--- src/rtl/icf_pkg.sv ---
package icf_pkg;

  // Next value of one occupancy counter: flush wins, then add/subtract with
  // clamping to the range [0, max].
  function automatic int unsigned occ_next(input int unsigned cur,
                                           input int unsigned add,
                                           input int unsigned sub,
                                           input logic        clr,
                                           input int unsigned max);
    int unsigned up;
    if (clr) return 0;
    up = cur + add;
    if (up <= sub) return 0;
    if (up - sub > max) return max;
    return up - sub;
  endfunction

endpackage

--- src/rtl/icf_counter.sv ---
module icf_counter #(
  parameter int IW      = 3,
  parameter int CNT_MAX = 40,
  parameter int CW      = $clog2(CNT_MAX + 1)
) (
  input  logic          clk,
  input  logic          rst,
  input  logic [IW-1:0] add,
  input  logic [IW-1:0] sub,
  input  logic          clr,
  output logic [CW-1:0] cnt
);
  import icf_pkg::*;

  logic [CW-1:0] cnt_q;
  int unsigned   nxt;

  always_comb begin
    nxt = occ_next(int'(cnt_q), int'(add), int'(sub), clr, CNT_MAX);
  end

  always_ff @(posedge clk) begin
    if (rst) cnt_q <= '0;
    else     cnt_q <= CW'(nxt);
  end

  assign cnt = cnt_q;
endmodule

--- src/rtl/icf_select.sv ---
module icf_select #(
  parameter int NT = 8,
  parameter int CW = 6,
  parameter int TW = $clog2(NT)
) (
  input  logic [NT*CW-1:0] counts,
  input  logic [NT-1:0]    allow,
  output logic [TW-1:0]    sel0,
  output logic             ok0,
  output logic [TW-1:0]    sel1,
  output logic             ok1
);
  logic [CW-1:0] c [NT];

  for (genvar g = 0; g < NT; g++) begin : g_unpack
    assign c[g] = counts[g*CW +: CW];
  end

  // Strict less-than while scanning upward keeps the lowest index on ties.
  always_comb begin
    logic [CW-1:0] best0, best1;
    sel0  = '0;
    ok0   = 1'b0;
    best0 = '0;
    for (int i = 0; i < NT; i++) begin
      if (allow[i] && (!ok0 || c[i] < best0)) begin
        ok0   = 1'b1;
        sel0  = TW'(i);
        best0 = c[i];
      end
    end
    sel1  = '0;
    ok1   = 1'b0;
    best1 = '0;
    for (int i = 0; i < NT; i++) begin
      if (allow[i] && ok0 && (TW'(i) != sel0) && (!ok1 || c[i] < best1)) begin
        ok1   = 1'b1;
        sel1  = TW'(i);
        best1 = c[i];
      end
    end
  end
endmodule

--- src/rtl/icount_fetch_chooser.sv ---
module icount_fetch_chooser #(
  parameter int NT      = 8,
  parameter int IW      = 3,
  parameter int CNT_MAX = 40,
  localparam int CW     = $clog2(CNT_MAX + 1),
  localparam int TW     = $clog2(NT)
) (
  input  logic             clk,
  input  logic             rst,
  input  logic [NT*IW-1:0] fetch_add,
  input  logic [NT*IW-1:0] drain_sub,
  input  logic [NT-1:0]    flush,
  input  logic [NT-1:0]    eligible,
  output logic [NT*CW-1:0] occupancy,
  output logic [TW-1:0]    pick0_id,
  output logic             pick0_vld,
  output logic [TW-1:0]    pick1_id,
  output logic             pick1_vld
);
  logic [NT*CW-1:0] occ;
  logic [TW-1:0]    s0, s1;
  logic             v0, v1;

  for (genvar g = 0; g < NT; g++) begin : g_thread
    icf_counter #(.IW(IW), .CNT_MAX(CNT_MAX), .CW(CW)) u_cnt (
      .clk (clk),
      .rst (rst),
      .add (fetch_add[g*IW +: IW]),
      .sub (drain_sub[g*IW +: IW]),
      .clr (flush[g]),
      .cnt (occ[g*CW +: CW])
    );
  end

  icf_select #(.NT(NT), .CW(CW), .TW(TW)) u_sel (
    .counts (occ),
    .allow  (eligible),
    .sel0   (s0),
    .ok0    (v0),
    .sel1   (s1),
    .ok1    (v1)
  );

  always_ff @(posedge clk) begin
    if (rst) begin
      pick0_id  <= '0;
      pick0_vld <= 1'b0;
      pick1_id  <= '0;
      pick1_vld <= 1'b0;
    end else begin
      pick0_id  <= s0;
      pick0_vld <= v0;
      pick1_id  <= s1;
      pick1_vld <= v1;
    end
  end

  assign occupancy = occ;
endmodule

--- config.mk ---
export PLATFORM = sky130hd
export DESIGN_NAME = icount_fetch_chooser
export DESIGN_NICKNAME = d
export VERILOG_FILES = /design/src/rtl/icf_pkg.sv /design/src/rtl/icf_counter.sv /design/src/rtl/icf_select.sv /design/src/rtl/icount_fetch_chooser.sv
export SDC_FILE = /design/constraint.sdc
export NUM_CORES = 1
export LEC_CHECK = 0
export CAP_MARGIN = 10
export CORE_ASPECT_RATIO = 0.75
export CORE_MARGIN = 1
export CORE_UTILIZATION = 30
export CTS_CLUSTER_DIAMETER = 40
export DETAILED_ROUTE_END_ITERATION = 7
export GPL_ROUTABILITY_DRIVEN = 1
export GPL_TIMING_DRIVEN = 0
export PLACE_DENSITY = 0.48
export SLEW_MARGIN = 5
export SYNTH_ARGS = -nofsm -noshare
export SYNTH_HDL_FRONTEND = slang
export SYNTH_SLANG_ARGS = --single-unit
--- constraint.sdc ---
create_clock -name clk -period 48.9 [get_ports clk]
set_input_delay 14.67 -clock clk [delete_from_list [all_inputs] [get_ports clk]]
set_output_delay 14.67 -clock clk [all_outputs]
set_load 0.01 [all_outputs]
Yosys cells after proc, flatten, opt, wreduce, memory -nomap -nowiden
Cells that the tools add are included.
- register bits: 56
- bits of input ports: 66
- logic and storage cells: 240
- add/subtract/negate cells: 16
- magnitude comparators: 30
- equal/unequal tests: 7
- multiplexer cells: 108
- reductions and logical operators: 67
- operator list (cell ; number):
    > comparator 32 x 6 -> 1 bit, second input constant ; 8
    less-or-equal comparator 32 x 3 -> 1 bit ; 8
    two-way mux 6 bit ; 30
    < comparator 6 bit ; 14
    two-way mux 1 bit ; 66
    subtractor 7 x 3 -> 8 bit ; 8
    adder 6 x 3 -> 7 bit ; 8
    logical AND 1 bit ; 30
    two-way mux 3 bit ; 8
    OR reduction 3 bit ; 8
    zero test 1 bit ; 14
    logical OR 1 bit ; 14
    != test 3 bit, first input constant ; 4
    two-way mux 2 bit ; 4
    != test 2 x 3 -> 1 bit, first input constant ; 2
    != test 1 x 3 -> 1 bit, first input constant ; 1
    nonzero test 3 bit ; 1

Depth between registers and ports, before layout
- depth in word-level cells: 60
- depth in mapped cells: 142
- gate-level depth less buffers: 131

Modules after synthesis
Synthesis repeated with hierarchy kept, for this count alone.
- cell total of the unflattened synthesis: 1304
- area, all modules: 10512.6 um^2
- modules (own cells, without submodules) (module ; instances ; cells an instance ; area each (um^2) ; sequential area each (um^2)):
    icf_counter at g_thread[0].u_cnt ... ; 7 ; 99 ; 850.8 ; 120.1
    icf_select ; 1 ; 495 ; 3489.6 ; 0.0
    icf_counter at g_thread[7].u_cnt ; 1 ; 100 ; 857.1 ; 120.1
    icount_fetch_chooser ; 1 ; 16 ; 210.2 ; 160.2

Worst setup path before layout
OpenSTA, ideal clock, no wires.
- kind: in2reg
- start: input port eligible[0]
- end: register pick1_id[2]
- library setup time: 0.074 ns
- arrival: 39.670 ns
- slack: 9.156 ns
- stages: 131
- path through: buf_2 > nand2_1 > ha_1 > and3_4 > a221oi_1 > a22o_1 > clkbuf_1 > nand2_1 > o21ai_0 > inv_1 > ha_1 > a211o_1 > a221oi_1 > o21ai_0 > or2_2 > clkbuf_1 > a21oi_1 > inv_1 > [... 95 more ...] > a21o_1 > a21o_1 > a21oi_1 > o2111ai_1 > o41ai_2 > a31oi_1 > o311ai_1 > o211a_4 > buf_6 > nor3_1 > a221oi_2 > ha_1 > a21o_1 > a211oi_1 > nor4b_1 > nor2_1 > o21a_1 > a31oi_1
- word-level cells in the longest chain between the ends: 60
- elaborated cells between the ends (all ways): 120
- those cells by class: order compare (14); eq/ne (7); mux (40); reduce/logical (59)
- RTL lines (item ; line ; text):
    start, declared ; icount_fetch_chooser.sv:13 ; input logic [NT-1:0] eligible,
    two-way mux 6 bit / two-way mux 1 bit (equally long branches) ; icf_select.sv:26 ; if (allow[i] && (!ok0 || c[i] < best0)) begin
    < comparator 6 bit / zero test 1 bit (equally long branches) ; icf_select.sv:26 ;
    logical OR 1 bit ; icf_select.sv:26 ;
    logical AND 1 bit ; icf_select.sv:26 ;
    two-way mux 6 bit / two-way mux 1 bit (equally long branches) ; icf_select.sv:26 ;
    < comparator 6 bit / zero test 1 bit (equally long branches) ; icf_select.sv:26 ;
    logical OR 1 bit ; icf_select.sv:26 ;
    logical AND 1 bit ; icf_select.sv:26 ;
    [... 44 more ...] ; -- ;
    < comparator 6 bit / zero test 1 bit (equally long branches) ; icf_select.sv:36 ; if (allow[i] && ok0 && (TW'(i) != sel0) && (!ok1 || c[i] < best1)) begin
    logical OR 1 bit ; icf_select.sv:36 ;
    logical AND 1 bit ; icf_select.sv:36 ;
    two-way mux 6 bit / two-way mux 1 bit (equally long branches) ; icf_select.sv:36 ;
    < comparator 6 bit / zero test 1 bit (equally long branches) ; icf_select.sv:36 ;
    logical OR 1 bit ; icf_select.sv:36 ;
    logical AND 1 bit ; icf_select.sv:36 ;
    two-way mux 3 bit * ; icf_select.sv:36 ;
    end signal, assigned ; icount_fetch_chooser.sv:48 ; pick1_id <= '0;
    end signal, assigned ; icount_fetch_chooser.sv:53 ; pick1_id <= s1;
    end, declared ; icount_fetch_chooser.sv:17 ; output logic [TW-1:0] pick1_id,
Every way passes the cells marked *; elsewhere a longest branch is shown, timed or not.
A chain may end at the register's enable or synchronous reset.

Final worst setup path
Ends and elaborated chain as after synthesis.

==> results.toml <==
[worst_setup_path]
critPathArrivalTime_ps = 45530
r2r-start = "g_thread[0].u_cnt.cnt[4]"
worstSetupPathType = "in2reg"
path_buf_inv = 18
startpoint = "eligible[0]"
crit_slowest_cell = "o31ai_1"
cp_max_fo = 10
startpoint_type = "primary input"
critPathMaxStageDelay_ps = 730
reg2reg_slack_ps = 18300
required_ps = 49140
critical_path.top_delay_family = "compound AO/OA/AOI/OAI gates"
reg2reg_to = "pick1_id[2]"
cp_common_cell = "ha_1"
reg2reg_depth = 133
cp-end-kind = "register"

[clocking]
cts_resized = 0
cts.sinks = 56
cts_setup_buffers = 0
clk_latency_ps = 310
cts-hold-fix-buffers = 0
clockBufferDepth = 2
numCtsBuffers = 5
cts-root-buf = "clkbuf_16"
cts_tree = "yes"
h-tree-depth = 2
cts.reportedPaths.clkPinSlew_ps = 80

[grt]
antenna_found_initial = 0
grt_pass1_vias = 7442
grt_pass1_wl_um = 41000
grt_max_degree = 17
grt_overflow = 0
grt_usage_pct = 18.7

[drt]
ant_nets = 0
drcViolationCount = 6
vias = 7963
dr.first_iter.drc_count = 507
via_per_inst = 5.26
drtPass1Iterations = 7
wirelength_um = 25800
wl_per_cell_um = 17.1

[cells_and_area]
drive_above_1_share_pct = 5.89
syn_to_final_growth_pct = 22.2
finalNonFillerCells = 1515
n_antenna_cell = 0
fin_area_um2 = 9990
nets = 1370
num-fill-cells = 2733

[yosys]
netlist_area_um2 = 8180
ys_types = 89
ys_async_sr_fraction_pct = 0
ys_seq_elements = 56
synth_cells = 1043
syn-num-nets = 1243
ys_seq_area_share_pct = 13.7
ys.flop_type = "dfxtp_1"
synth_warnings = 0
synth_edf_count = 0
avgSynthCellArea_um2 = 7.84

[power]
powerDensity_nw_per_um2 = 51.7
p_sw_w = 0.000270
internal_power_w = 0.000246
power_w = 0.000517
clkPwrFrac_pct = 8.9
p_seq_share_pct = 13.4
combPwrFrac_pct = 77.8
swShare_pct = 52.3
irDropWorstVdd_uv = 22.4
leakage_nw = 4.32

[sta]
setup_viol = 0
hold_viol_final = 0
fin_crit_ps = 45290
fmax_mhz = 22.1
fin_worst_skew_ps = 7.99
slew_viol_final = 0
setup_ws_ps = 3610
tns_ps = 0
worst_pin_slew_ps = 971
rsz0062_at_grt = "false"
slew_headroom_pct = 34.4
fin_crit_sh_pct = 92.6

[placement]
place.gp.congestion = 0.861
placed_area_um2 = 9810
dpl.hpwl_um = 21400
post-place-ws_ps = 3820
place_inst = 1507
io_buffers = 120

[worst_hold_path]
hold_path_end = "g_thread[0].u_cnt.cnt[5]"
min_from = "g_thread[0].u_cnt.cnt[5]"
hold_depth = 2
hp-class = "reg2reg"

[die]
io_pins = 122
rows = 51
die-width_um = 193
start_util_pct = 31.0
dieArea_um2 = 27900
core_area_um2 = 26400
die_h_um = 145

[outcome]
violations = "DRC"
status = "finished with violations"

[run]
cap_violations = 0
metrics by stage:
stage | util, % | hold slack, ps
after detailed placement | 37.2 | 771
after CTS | 37.9 | 788
final | 37.9 | 779
after global placement | 37.2 | 737
after global routing | 37.9 | 829
after floorplan | - | 671
logic make-up (layout without fill, tap and decap cells):
family | Yosys count | after routing | synth area share (%)
compound gates | 331 | 331 | 29.1
buf+inv | 115 | 243 | 5.69
fa+ha+maj | 134 | 134 | 22.0
simple gates | 321 | 321 | 19.5
xor+xnor | 61 | 61 | 6.54
flops | 56 | 56 | 13.7
mux | 25 | 25 | 3.52
cell usage in the layout (no fill, tap or decap), types with 6 or more instances in the layout:
master and count:
a221oi_1 7, fa_1 16, nand2b_1 19, inv_1 94, clkdlybuf4s50_1 120, clkbuf_1 11
a21oi_1 74, buf_2 6, a21o_1 41, mux2_2 14, xor2_1 25, a211o_1 7
or2_2 6, and4_1 6, nand3b_1 6, o21a_1 14, nand2_1 67, or3_1 6
xnor2_1 36, o211ai_1 7, mux2i_1 6, nand3_1 15, o22ai_1 9, and2_1 10
and3_1 13, a211oi_1 11, ha_1 118, dfxtp_1 56, a31oi_1 20, o21ai_0 59
nor3_1 13, o41ai_1 7, nor2_1 112, nor2b_1 21
worst register-to-register path: cells and delay by family (launching register included):
| family | cells | cell delay (ps) |
|---|---|---|
| fa+ha+maj | 14 | 3980 |
| compound gates | 70 | 16670 |
| mux | 5 | 1890 |
| buf+inv | 16 | 2980 |
| flops | 1 | 530 |
| simple gates | 28 | 4510 |
worst max path at each step:
stage             endpoint  slack, ps  cells past startpoint
2_1_floorplan  pick1_id[2]       9160                    131
3_3_place_gp   pick1_id[2]       3720                    133
3_5_place_dp   pick1_id[0]       3820                    133
4_1_cts        pick1_id[0]       4020                    133
5_1_grt        pick1_id[2]       1090                    136
6_report       pick1_id[2]       3610                    135
synthesized netlist by cell type (9+ instances only):
master / instances / area share [%]
a21o_1: 41 / 3.8
mux2_2: 14 / 1.9
xnor2_1: 36 / 3.9
nor3_1: 13 / 0.80
o22ai_1: 9 / 0.69
ha_1: 118 / 18
and2_1: 10 / 0.77
nor2b_1: 21 / 1.6
a31oi_1: 20 / 1.5
o21a_1: 14 / 1.3
o21ai_0: 59 / 3.6
nor2_1: 112 / 5.1
nand3_1: 15 / 0.92
clkbuf_1: 11 / 0.51
dfxtp_1: 56 / 14
xor2_1: 25 / 2.7
nand2_1: 67 / 3.1
inv_1: 94 / 4.3
and3_1: 13 / 0.99
a21oi_1: 74 / 4.5
fa_1: 16 / 3.9
a211oi_1: 11 / 1.0
nand2b_1: 19 / 1.5
area by class of cell:
class | count | area (µm²) | area share, %
inverters | 94 | 353 | 3.53
clock buffers | 7 | 153 | 1.53
plain buffers | 21 | 113 | 1.13
repair buffers | 120 | 1200 | 12.0
flip-flops and latches | 56 | 1120 | 11.2
multi-input cells | 872 | 6590 | 66.0
well taps | 344 | 430 | 4.31
clock inverters | 1 | 30.0 | 0.301
power by group through the flow:
stage	clock, W	combinational, W	sequential (W)
2_1_floorplan	0	0.000297	0.0000660
3_3_place_gp	0	0.000397	0.0000701
3_5_place_dp	0	0.000395	0.0000699
4_1_cts	0.0000473	0.000398	0.0000690
5_1_grt	0.0000484	0.000449	0.0000706
6_report	0.0000458	0.000402	0.0000691
sequential cells by signal, indices dropped and copies added, names as in the netlist:
| register | flops |
|---|---|
| pick1_vld | 1 |
| pick1_id | 3 |
| pick0_vld | 1 |
| pick0_id | 3 |
| g_thread.u_cnt.cnt | 48 |
per-layer routing:
metal	vias to the layer above	track usage, %	share of wire [%]
met5	-	0	0
met4	0	2.68	0.56
met3	8	2.54	4.6
met2	167	25.2	38
met1	3701	30.8	57
li1	4087	-	-
Power figures use the tool's default switching activity.
